===== config.mk =====
export PLATFORM = sky130hd
export DESIGN_NAME = hz_stall_ctrl
export DESIGN_NICKNAME = d
export VERILOG_FILES = /design/src/rtl/hz_pkg.sv /design/src/rtl/hz_src_match.sv /design/src/rtl/hz_ex_track.sv /design/src/rtl/hz_decide.sv /design/src/rtl/hz_stall_ctrl.sv
export SDC_FILE = /design/constraint.sdc
export NUM_CORES = 1
export LEC_CHECK = 0
export BUFFER_PORTS_ARGS = -buffer_cell sky130_fd_sc_hd__buf_2
export CAP_MARGIN = 20
export CORE_AREA = 2 2 39 41
export CTS_CLUSTER_SIZE = 40
export DETAILED_ROUTE_END_ITERATION = 16
export DIE_AREA = 0 0 41 43
export GPL_ROUTABILITY_DRIVEN = 0
export PLACE_DENSITY = 0.44
export SYNTH_ARGS = -nofsm -noshare
export SYNTH_HDL_FRONTEND = slang
export SYNTH_SLANG_ARGS = --single-unit

===== constraint.sdc =====
create_clock -name clk -period 3.15 [get_ports clk]
set_clock_uncertainty 0.05 [all_clocks]
set_input_delay 0.1575 -clock clk [delete_from_list [all_inputs] [get_ports clk]]
set_output_delay 0.1575 -clock clk [all_outputs]
set_load 0.02 [all_outputs]

===== src/rtl/hz_pkg.sv =====
// Package: shared types for the hazard controller.
// Assumes nothing beyond IEEE 1800-2017 packed types.
package hz_pkg;

    // Action chosen for the current cycle, highest priority first: ZAP, STALL, RUN.
    typedef enum logic [1:0] {
        HZ_RUN   = 2'd0,
        HZ_STALL = 2'd1,
        HZ_ZAP   = 2'd2
    } hz_act_e;

    // Control bundle driven toward the pipeline registers and the PC.
    typedef struct packed {
        logic pc_hold;
        logic ifid_hold;
        logic ifid_flush;
        logic idex_bubble;
        logic pc_redirect;
    } hz_ctrl_t;

endpackage


===== src/rtl/hz_src_match.sv =====
// Module: hz_src_match
// Compares every decode source slot against the execute destination.
// A slot hits only if it is used, its register is non-zero and the
// destination is live. Assumes dst_live already folds in write/load/empty.
module hz_src_match #(
    parameter int REG_AW  = 5,
    parameter int NUM_SRC = 2
) (
    input  logic [NUM_SRC*REG_AW-1:0] src_idx,
    input  logic [NUM_SRC-1:0]        src_used,
    input  logic [REG_AW-1:0]         dst_idx,
    input  logic                      dst_live,
    output logic                      hit
);

    logic [NUM_SRC-1:0] slot_hit;

    // One comparator per source slot.
    for (genvar g = 0; g < NUM_SRC; g++) begin : g_slot
        logic [REG_AW-1:0] idx;
        assign idx         = src_idx[g*REG_AW +: REG_AW];
        assign slot_hit[g] = src_used[g] && (idx != '0) && (idx == dst_idx) && dst_live;
    end

    // Any slot hit is a load-use dependence.
    always_comb hit = |slot_hit;

endmodule


===== src/rtl/hz_ex_track.sv =====
// Module: hz_ex_track
// Remembers whether the execute stage holds a bubble this block inserted.
// After reset the pipeline is empty, so the flag starts set.
module hz_ex_track (
    input  logic clk,
    input  logic rst_n,
    input  logic bubble_in,
    output logic ex_empty
);

    // Capture this cycle's bubble decision for the next cycle.
    always_ff @(posedge clk) begin
        if (!rst_n) ex_empty <= 1'b1;
        else        ex_empty <= bubble_in;
    end

endmodule


===== src/rtl/hz_decide.sv =====
// Module: hz_decide
// Picks the action for the cycle and expands it into control lines.
// Branch zap wins over a load-use stall.
module hz_decide
    import hz_pkg::*;
(
    input  logic     br_taken,
    input  logic     load_use,
    output hz_ctrl_t ctrl
);

    hz_act_e act;

    // Priority selection of the action.
    always_comb begin
        if (br_taken)      act = HZ_ZAP;
        else if (load_use) act = HZ_STALL;
        else               act = HZ_RUN;
    end

    // Expand the action into individual controls.
    always_comb begin
        ctrl = '0;
        unique case (act)
            HZ_ZAP: begin
                ctrl.ifid_flush  = 1'b1;
                ctrl.idex_bubble = 1'b1;
                ctrl.pc_redirect = 1'b1;
            end
            HZ_STALL: begin
                ctrl.pc_hold     = 1'b1;
                ctrl.ifid_hold   = 1'b1;
                ctrl.idex_bubble = 1'b1;
            end
            default: ctrl = '0;
        endcase
    end

endmodule


===== src/rtl/hz_stall_ctrl.sv =====
// Module: hz_stall_ctrl (top)
// Hazard controller for a five-stage in-order pipeline: load-use stall and
// taken-branch zap. Assumes the branch is resolved in execute and that
// forwarding covers all non-load producers.
module hz_stall_ctrl
    import hz_pkg::*;
#(
    parameter int REG_AW  = 5,
    parameter int NUM_SRC = 2
) (
    input  logic                      clk,
    input  logic                      rst_n,
    input  logic [NUM_SRC*REG_AW-1:0] id_src_idx,
    input  logic [NUM_SRC-1:0]        id_src_used,
    input  logic [REG_AW-1:0]         ex_dst_idx,
    input  logic                      ex_wr_en,
    input  logic                      ex_is_load,
    input  logic                      ex_br_taken,
    output logic                      pc_hold,
    output logic                      ifid_hold,
    output logic                      ifid_flush,
    output logic                      idex_bubble,
    output logic                      pc_redirect
);

    logic     ex_empty;
    logic     dst_live;
    logic     load_use;
    hz_ctrl_t ctrl;

    // Execute produces a late value only for a real, writing load.
    always_comb dst_live = ex_wr_en && ex_is_load && !ex_empty;

    hz_src_match #(.REG_AW(REG_AW), .NUM_SRC(NUM_SRC)) u_match (
        .src_idx  (id_src_idx),
        .src_used (id_src_used),
        .dst_idx  (ex_dst_idx),
        .dst_live (dst_live),
        .hit      (load_use)
    );

    hz_decide u_decide (
        .br_taken (ex_br_taken),
        .load_use (load_use),
        .ctrl     (ctrl)
    );

    hz_ex_track u_track (
        .clk       (clk),
        .rst_n     (rst_n),
        .bubble_in (ctrl.idex_bubble),
        .ex_empty  (ex_empty)
    );

    // Drive the output pins from the control bundle.
    always_comb begin
        pc_hold     = ctrl.pc_hold;
        ifid_hold   = ctrl.ifid_hold;
        ifid_flush  = ctrl.ifid_flush;
        idex_bubble = ctrl.idex_bubble;
        pc_redirect = ctrl.pc_redirect;
    end

endmodule


## Word-level counts from Yosys, hierarchy flattened

Index checks and enable logic that the tools add are counted.

- Output and inout port bits: 5
- Register bits after elaboration: 1
- Logic and storage cells: 23
- Input bits: 22

- Reduce and logical (&&, ||, !) cells: 13
- Multiplexer cells: 5
- Equal/unequal tests: 4

Operator list:

| kind | number |
|---|---|
| $eq 5x5->1 | 2 |
| $reduce_bool 5->1 | 2 |
| $logic_and 1x1->1 | 8 |
| $mux 2 | 2 |
| $reduce_or 2->1 | 2 |
| $mux 1 | 3 |
| $eq 2x1->1 const B | 1 |
| $eq 2x2->1 const B | 1 |
| $logic_not 1->1 | 1 |

## Depth between registers and ports, before layout

Gate-level depths: netlist of run 1.

- Word-level depth: 10
- Depth in mapped cells: 5
- Gate-level depth less buffers: 4

## By module

Synthesis of run 1 repeated with hierarchy kept, for this count alone.

- Cells, all modules: 27
- Area total of the unflattened synthesis: 202.7 sq um

Modules (own cells, without submodules):

| module | cells an instance | area an instance (sq um) | instances | sequential area each (sq um) |
|---|---|---|---|---|
| hz_src_match | 19 | 136.4 | 1 | 0.0 |
| hz_decide | 5 | 31.3 | 1 | 0.0 |
| hz_ex_track | 2 | 26.3 | 1 | 20.0 |
| hz_stall_ctrl | 1 | 8.8 | 1 | 0.0 |

## Least setup slack after synthesis of run 1

Ideal clock, no wire load.

- Kind: flip-flop to output port
- Start: reg u_track.ex_empty
- End: out pc_hold
- Data arrival time: 1,421 ps
- Data required time: 2,942 ps
- Path buffers: 1
- Cell stages (with the launch flop): 5
- Slack: 1,522 ps
- Path through: dfxtp_1 or3_1 a211o_1 a21oi_2 buf_4

- Cells in the longest elaborated chain, start to end: 8
- Elaborated cells between the ends (all ways): 9
- Classes of those cells: eq/ne (1); mux (3); reduce/logical (5)

Ends and longest elaborated chain:

| what | RTL line | RTL |
|---|---|---|
| start: declaration | hz_ex_track.sv:8 | `output logic ex_empty` |
| start signal: assignment | hz_ex_track.sv:14 | `else ex_empty <= bubble_in;` |
| $logic_not 1->1 * | hz_stall_ctrl.sv:32 | `always_comb dst_live = ex_wr_en && ex_is_load && !ex_empty;` |
| $logic_and 1x1->1 * | hz_stall_ctrl.sv:32 |  |
| $logic_and 1x1->1 | hz_src_match.sv:22 | `assign slot_hit[g] = src_used[g] && (idx != '0) && (idx == dst_idx) && dst_live;` |
| $reduce_or 2->1 * | hz_src_match.sv:26 | `always_comb hit = \|slot_hit;` |
| $mux 1 * | hz_decide.sv:17 | `else if (load_use) act = HZ_STALL;` |
| $mux 2 * | hz_decide.sv:16 | `if (br_taken) act = HZ_ZAP;` |
| $eq 2x1->1 * | hz_decide.sv:24 | `unique case (act)` |
| $mux 2 * | hz_decide.sv:24 |  |
| end: declaration | hz_stall_ctrl.sv:19 | `output logic pc_hold,` |

Mark *: on every way between the ends. The rest lies on a longest branch, timed or not.

## Final worst setup path of run 1

- Start: in ex_dst_idx[2]
- End: out pc_hold

- Cells in the longest elaborated chain, start to end: 8
- Elaborated cells between the ends (all ways): 11
- Classes of those cells: eq/ne (3); mux (3); reduce/logical (5)

Ends and longest elaborated chain:

| what | RTL line | RTL |
|---|---|---|
| start: declaration | hz_stall_ctrl.sv:15 | `input logic [REG_AW-1:0] ex_dst_idx,` |
| $eq 5x5->1 | hz_src_match.sv:22 |  |
| $logic_and 1x1->1 (2 in series) | hz_src_match.sv:22 |  |
| $reduce_or 2->1 * | hz_src_match.sv:26 |  |
| $mux 1 * | hz_decide.sv:17 |  |
| $mux 2 * | hz_decide.sv:16 |  |
| $eq 2x1->1 * | hz_decide.sv:24 |  |
| $mux 2 * | hz_decide.sv:24 |  |

Marks and branches as above.

==> summary.txt, run 1 <==
Timing
  – Period utilization: approximately 51%
  – WHS: between 0.3 and 0.4 ns
  – Total negative setup slack: 0 ns
  – Worst relative slew slack: about 78%
  – Slew Viols, Final: 0
  – Fin crit period: roughly 1.6 ns
  – RSZ-0062 raised after global routing: no
  – Max Clock Freq: 0.620 GHz
  – Crit path setup slack, layout: 1.54 ns
  – Worst slew pin tran: around 0.33 ns
  – Final hold vios: 0
  – Setup-failing EPs final: 0

Routing
  – Drt pass-1 iters: 1
  – Drt total wl: around 580 um
  – Vias after detailed routing: between 200 and 300
  – Final ANT Viol Nets: 0
  – Post-route DRC: 0
  – Iter 0 DRT Violations: 0
  – WL per Instance: between 8 and 9 um
  – Via/cell ratio: approximately 4.2

Run
  – Max-Cap Viols: 0

Yosys
  – Post-Syn Area: between 200 and 250 um^2
  – Seq/Total Area, Yosys: about a tenth
  – Syn Area/Cell: 7.69 um^2
  – Top cells by area, synth: xnor2_1 (21%), xor2_1 (13%), dfxtp_1 (9.6%)
  – Cell taking the most area after synthesis: xnor2_1
  – Syn Nets: 49
  – Top cell type's share of synthesized area: between 20% and 30%
  – Seq cells post-synth: 1
  – Post-synthesis cell type count: 17
  – Warning count from the yosys run: 0
  – Cells after Synth: 27

Worst setup path
  – Critical Path RT: just under 3 ns
  – Cell Chain, Critical Path: buf_2 -> xor2_1 -> or3_1 -> a211o_1 -> a21oi_2 -> buf_2
  – R2R setup slack: 1.96 ns
  – CP max stage delay: between 0.3 and 0.4 ns
  – CP delay by family, top: compound AO/OA/AOI/OAI gates
  – Setup crit end kind: primary output
  – Reg2Reg Capture Point: u_track.ex_empty
  – Worst path bufs/invs: 2
  – R2R cell count: 3
  – Crit path launch type: input port
  – Crit path max-delay cell type: or3_1
  – Crit Reg-Reg Startpoint: u_track.ex_empty
  – Most common cell on crit path: buf_2
  – Crit path kind: input port to primary output
  – Max FO, Critical Path: 3
  – Arr. time, crit path: 1.40 ns

Die
  – I/O pin count: 27
  – Initial core utilization: roughly 15%
  – DIE HEIGHT: 43 um
  – Die area: 0.00176 mm^2
  – Row count: 14
  – Die X: approximately 40 um
  – Core ar.: 0.00138 mm^2

Cells and area
  – Share of layout cells above drive strength 1: a little over half
  – Largest registers: u_track.ex_empty (1)
  – Diodes inserted: 0
  – Util after Layout: between 20% and 30%
  – Top reg by flops: u_track.ex_empty
  – Nets: 74
  – Non-Filler Instances: 66
  – Area Overhead vs Synth: 63.3%
  – Largest register FFs: 1

Power
  – Max VDD drop: roughly 70 uV
  – Static Leak: 0.164 nW
  – Pwr dens: between 100 and 150 mW/mm^2

Clock network
  – Clock latency on the worst-skew pair: 0 ns
  – Worst-path clk slew: 0 ns
  – Post_cts resized: 0
  – Post-CTS Repair Setup Buffers: 0
  – Hold buffers post-CTS: 0

Place
  – Placed Cells: 66
  – Final HPWL DP: roughly 540 um
  – PortBufs: 26
  – Worst slack, placed: 1.53 ns

Worst hold path
  – Origin of the worst min-delay path: rst_n
  – Hold WC Path Type: input port to flop
  – Hold Path Sink: u_track.ex_empty
  – WHS Path Cells: 2

Global routing
  – Grt ovf: 0
  – Global-route wire length before repair: about 790 um
  – Initial antenna violation count: 0
  – Largest net degree at the start of global routing: 6
  – Gr usage total: a little over 6%
  – Vias in the first global route: ~220

Outcome
  – Outcome: finished, final reports clean
==> per-layer routing <==
metal,wire length (um),global-route usage (%)
met1,240,6.98
met2,266,11.9
met3,74,0.524
met4,0,0
met5,0,0
==> through the flow <==
| stage | instance area (um^2) | power (W) |
|---|---|---|
| detailed placement | 339 | 0.0000492 |
| floorplan | 208 | 0.0000304 |
| CTS | 339 | 0.0000496 |
| finish | 339 | 0.0000488 |
| global route | 339 | 0.0000523 |
| global placement | 339 | 0.0000495 |
==> synth_stat cells <==
cell,count
nand2_1,2
xnor2_1,5
clkbuf_1,1
xor2_1,3
or3_1,2
nand4b_1,1
nor2_1,1
o211ai_1,1
dfxtp_1,1
a21oi_2,1
a211o_1,1
nand4_1,1
nor4_1,2
o2111a_1,1
buf_4,2
inv_1,1
nand3b_1,1
==> how the worst max path moves through the flow <==
| stage | from | to | slack (ns) | cells past startpoint |
|---|---|---|---|---|
| floorplan | u_track.ex_empty | pc_hold | 1.52 | 4 |
| global placement | ex_dst_idx[2] | pc_hold | 1.55 | 6 |
| detailed placement | ex_dst_idx[2] | pc_hold | 1.53 | 6 |
| CTS | ex_dst_idx[2] | pc_hold | 1.53 | 6 |
| global route | ex_dst_idx[2] | pc_hold | 1.48 | 6 |
| finish | ex_dst_idx[2] | pc_hold | 1.54 | 6 |
==> power breakdown <==
| group | leakage, nW | total (W) | switching (W) | internal [W] |
|---|---|---|---|---|
| registers | 0.00836 | 0.0000139 | 0.000000265 | 0.0000136 |
| clock network | 0 | 0 | 0 | 0 |
| logic | 0.155 | 0.0000349 | 0.0000159 | 0.0000190 |
==> layout by cell type, fill, tap and decap left out <==
cell	count
nand4b_1	1
a211o_1	1
nand2_1	2
o2111a_1	1
inv_1	1
nand4_1	1
o211ai_1	1
or3_1	2
xnor2_1	5
dfxtp_1	1
nand3b_1	1
a21oi_2	1
xor2_1	3
nor4_1	2
nor2_1	1
buf_2	26
==> final cells by class <==
class / count / area [um^2]
Inverter: 1 / 3.75
Multi-Input combinational cell: 22 / 165
Timing Repair Buffer: 26 / 130
Fill cell: 163 / 1040
Tap cell: 16 / 20.0
Sequential cell: 1 / 20.0
==> logic make-up after synthesis <==
logic type      after synthesis  synth area share [%]
buf+inv                       4                  10.8
xor+xnor                      8                  33.7
compound gates                4                  17.5
simple gates                 10                  28.3
flops                         1                  9.64
Power figures use the tool's default switching activity.
==> run 2, diff against run 1 <==
--- a/config.mk
+++ b/config.mk
@@ -12,7 +12,7 @@
 export DETAILED_ROUTE_END_ITERATION = 16
 export DIE_AREA = 0 0 41 43
 export GPL_ROUTABILITY_DRIVEN = 0
-export PLACE_DENSITY = 0.44
+export PLACE_DENSITY = 0.45
 export SYNTH_ARGS = -nofsm -noshare
 export SYNTH_HDL_FRONTEND = slang
 export SYNTH_SLANG_ARGS = --single-unit
==> constraint.sdc (replaced) <==
create_clock -name clk -period 1.4 [get_ports clk]
set_clock_uncertainty 0.05 [all_clocks]
set_input_delay 0.07 -clock clk [delete_from_list [all_inputs] [get_ports clk]]
set_output_delay 0.07 -clock clk [all_outputs]
set_load 0.02 [all_outputs]
==> run 2 against run 1 <==
  * Cell count up 4.5%
  * Sequential power up 130%
  * Total power grew 150%
  * Critical path depth is 2 lower
  * Core utilization increased by 4.4 points
  * Sequential share of layout area shrank 0.90 points
  * Combinational power rose to 2.5 times the previous value
  * Register-to-register slack worse by 1.7 ns
  * First-iteration DRC count stayed put
  * Critical endpoint unchanged
  * Largest cell class unchanged
  * Largest power group unchanged
  * Highest routed layer unchanged
==> summary.txt, run 2 (synthesis gave the netlist of run 1 again) <==
Timing
  – Worst slew pin tran: 0.256 ns (was 0.325 ns)
  – Setup-failing EPs final: 0 (unchanged)
  – Worst relative slew slack: 82.8% (was 78.1%)
  – Crit path setup slack, layout: 0.0429 ns (was 1.54 ns)
  – Final hold vios: 0 (unchanged)
  – Period utilization: between 90% and 100%
  – Slew Viols, Final: 0 (unchanged)
  – Max Clock Freq: roughly 0.74 GHz
  – Fin crit period: approximately 1.4 ns
  – RSZ-0062 raised after global routing: yes (was no)
  – Total negative setup slack: 0 ns (unchanged)

Worst setup path
  – Critical Path Source: u_track.ex_empty (was ex_dst_idx[2])
  – Crit Reg-Reg Startpoint: u_track.ex_empty (unchanged)
  – Reg2Reg Capture Point: u_track.ex_empty (unchanged)
  – Setup crit end kind: primary output (unchanged)
  – Critical Path RT: 1.28 ns (was 2.94 ns)
  – Arr. time, crit path: 1.24 ns (was 1.40 ns)
  – Max FO, Critical Path: 3 (unchanged)
  – R2R setup slack: 0.25 ns (was 1.96 ns)
  – Crit path launch type: flop (was input port)
  – R2R cell count: 3 (unchanged)
  – Crit path kind: flop to primary output (was input port to primary output)

Die
  – Row count: 14 (unchanged)
  – DIE HEIGHT: 43 um (unchanged)
  – Core ar.: 0.00138 mm^2 (unchanged)
  – Die X: 41 um (unchanged)
  – I/O pin count: 27 (unchanged)
  – Die area: 0.00176 mm^2 (unchanged)
  – Initial core utilization: 15.0% (unchanged)

Cells and area
  – Nets: 77 (was 74)
  – Area taken by multi-input logic gates: 179 um^2 (was 165 um^2)
  – Top reg by flops: u_track.ex_empty (unchanged)
  – Area Overhead vs Synth: 92.8% (was 63.3%)
  – Most frequent cells in the layout: buf_2 (22), xnor2_1 (5), buf_6 (4), xor2_1 (3), buf_4 (3) (was buf_2 (26), xnor2_1 (5), xor2_1 (3))
  – Largest register FFs: 1 (unchanged)
  – Share of layout cells above drive strength 1: 58.5% (was 54.0%)
  – Commonest non-fill, non-tap cell in the layout: buf_2 (unchanged)
  – Largest registers: u_track.ex_empty (1) (unchanged)
  – Register area: 20.0 um^2 (unchanged)
  – Cell area after layout: 400 um^2 (was 339 um^2)
  – FILL cells: 154 (was 163)
  – Diodes inserted: 0 (unchanged)

Power
  – Static Leak: 0.184 nW (was 0.164 nW)
  – Max VDD drop: 189 uV (was 70.8 uV)
  – Pwr dens: 299 mW/mm^2 (was 144 mW/mm^2)

Global routing
  – Vias in the first global route: 268 (was 224)
  – Grt ovf: 0 (unchanged)
  – Global-route wire length before repair: 993 um (was 793 um)
  – Initial antenna violation count: 0 (unchanged)
  – Largest net degree at the start of global routing: 6 (unchanged)
  – Gr usage total: 7.50% (was 6.10%)

Routing
  – Iter 0 DRT Violations: 0 (unchanged)
  – WL per Instance: 8.97 um (was 8.80 um)
  – Via/cell ratio: 4.04 (was 4.20)
  – Final ANT Viol Nets: 0 (unchanged)
  – Vias after detailed routing: 279 (was 277)
  – Post-route DRC: 0 (unchanged)
  – Drt total wl: 619 um (was 581 um)
  – Drt pass-1 iters: 1 (unchanged)

Clock network
  – Clock latency on the worst-skew pair: 0 ns (about the same)
  – Worst-path clk slew: 0 ns (about the same)
  – Post-CTS Repair Setup Buffers: 0 (unchanged)
  – Hold buffers post-CTS: 0 (unchanged)

Place
  – PortBufs: 26 (unchanged)
  – Worst slack, placed: -0.0297 ns (was 1.53 ns)
  – Final HPWL DP: 569 um (was 543 um)
  – Placed cell area: 369 um^2 (was 339 um^2)

Worst hold path
  – WHS Path Cells: 2 (unchanged)
  – Hold Path Sink: u_track.ex_empty (unchanged)
  – Hold WC Path Type: input port to flop (unchanged)
  – Origin of the worst min-delay path: rst_n (unchanged)

Outcome
  – Outcome: finished, final reports clean (unchanged)

Run
  – Max-Cap Viols: 0 (unchanged)
[run 2: cell count changes in the layout (fill, tap and decap cells not counted), sizes merged]
cell and delta:
buf +3
[run 2: power breakdown]
group          internal, W  switching (W)
logic            0.0000504      0.0000382
registers        0.0000307    0.000000608
clock network            0              0
[run 2: per-layer routing]
metal / part of all wire [%] / track usage (%) / vias to the layer above / routed length [um]
li1: - / - / 149 / -
met1: 44 / 10.5 / 110 / 271
met2: 40 / 12.8 / 20 / 249
met3: 16 / 0.524 / 0 / 98
met4: 0 / 0 / 0 / 0
met5: 0 / 0 / - / 0
[run 2: cell type report]
| cell class | count | area share (%) |
|---|---|---|
| multi-input cells | 22 | 44.7 |
| repair buffers | 29 | 44.4 |
| well taps | 16 | 5.00 |
| inverters | 1 | 0.938 |
| flip-flops and latches | 1 | 5.00 |
[run 2: how the worst max path moves through the flow]
| stage | cells after the start | to | slack, ns |
|---|---|---|---|
| after floorplan | 4 | pc_hold | 0.03 |
| after global placement | 6 | pc_hold | -0.004 |
| after detailed placement | 6 | ifid_hold | -0.03 |
| after CTS | 4 | ifid_hold | 0.02 |
| after global routing | 4 | ifid_hold | -0.006 |
| final | 4 | pc_hold | 0.04 |
[run 2: repair_timing]
item | 4_1_cts | 5_1_grt
pin swaps | 3 | 5
gates resized for setup | 5 | 3
cloned | 0 | 0
setup endpoints to repair | 2 | 3
[run 2: stage by stage]
stage | utilization (%) | hold slack (ns) | std cells | total power, W
6_report | 28.9 | 0.223 | 69 | 0.000120
5_1_grt | 28.9 | 0.239 | 69 | 0.000129
4_1_cts | 28.0 | 0.227 | 69 | 0.000118
3_5_place_dp | 26.7 | 0.227 | 69 | 0.000116
3_3_place_gp | 26.7 | 0.231 | 69 | 0.000116
2_1_floorplan | - | 0.107 | 27 | 0.0000684
[run 2: worst max-delay path: stages, from the launching register on]
cell,delay [ns]
dfxtp_1,0.28
or3_1,0.34
a211o_1,0.29
a21oi_4,0.19
buf_6,0.13
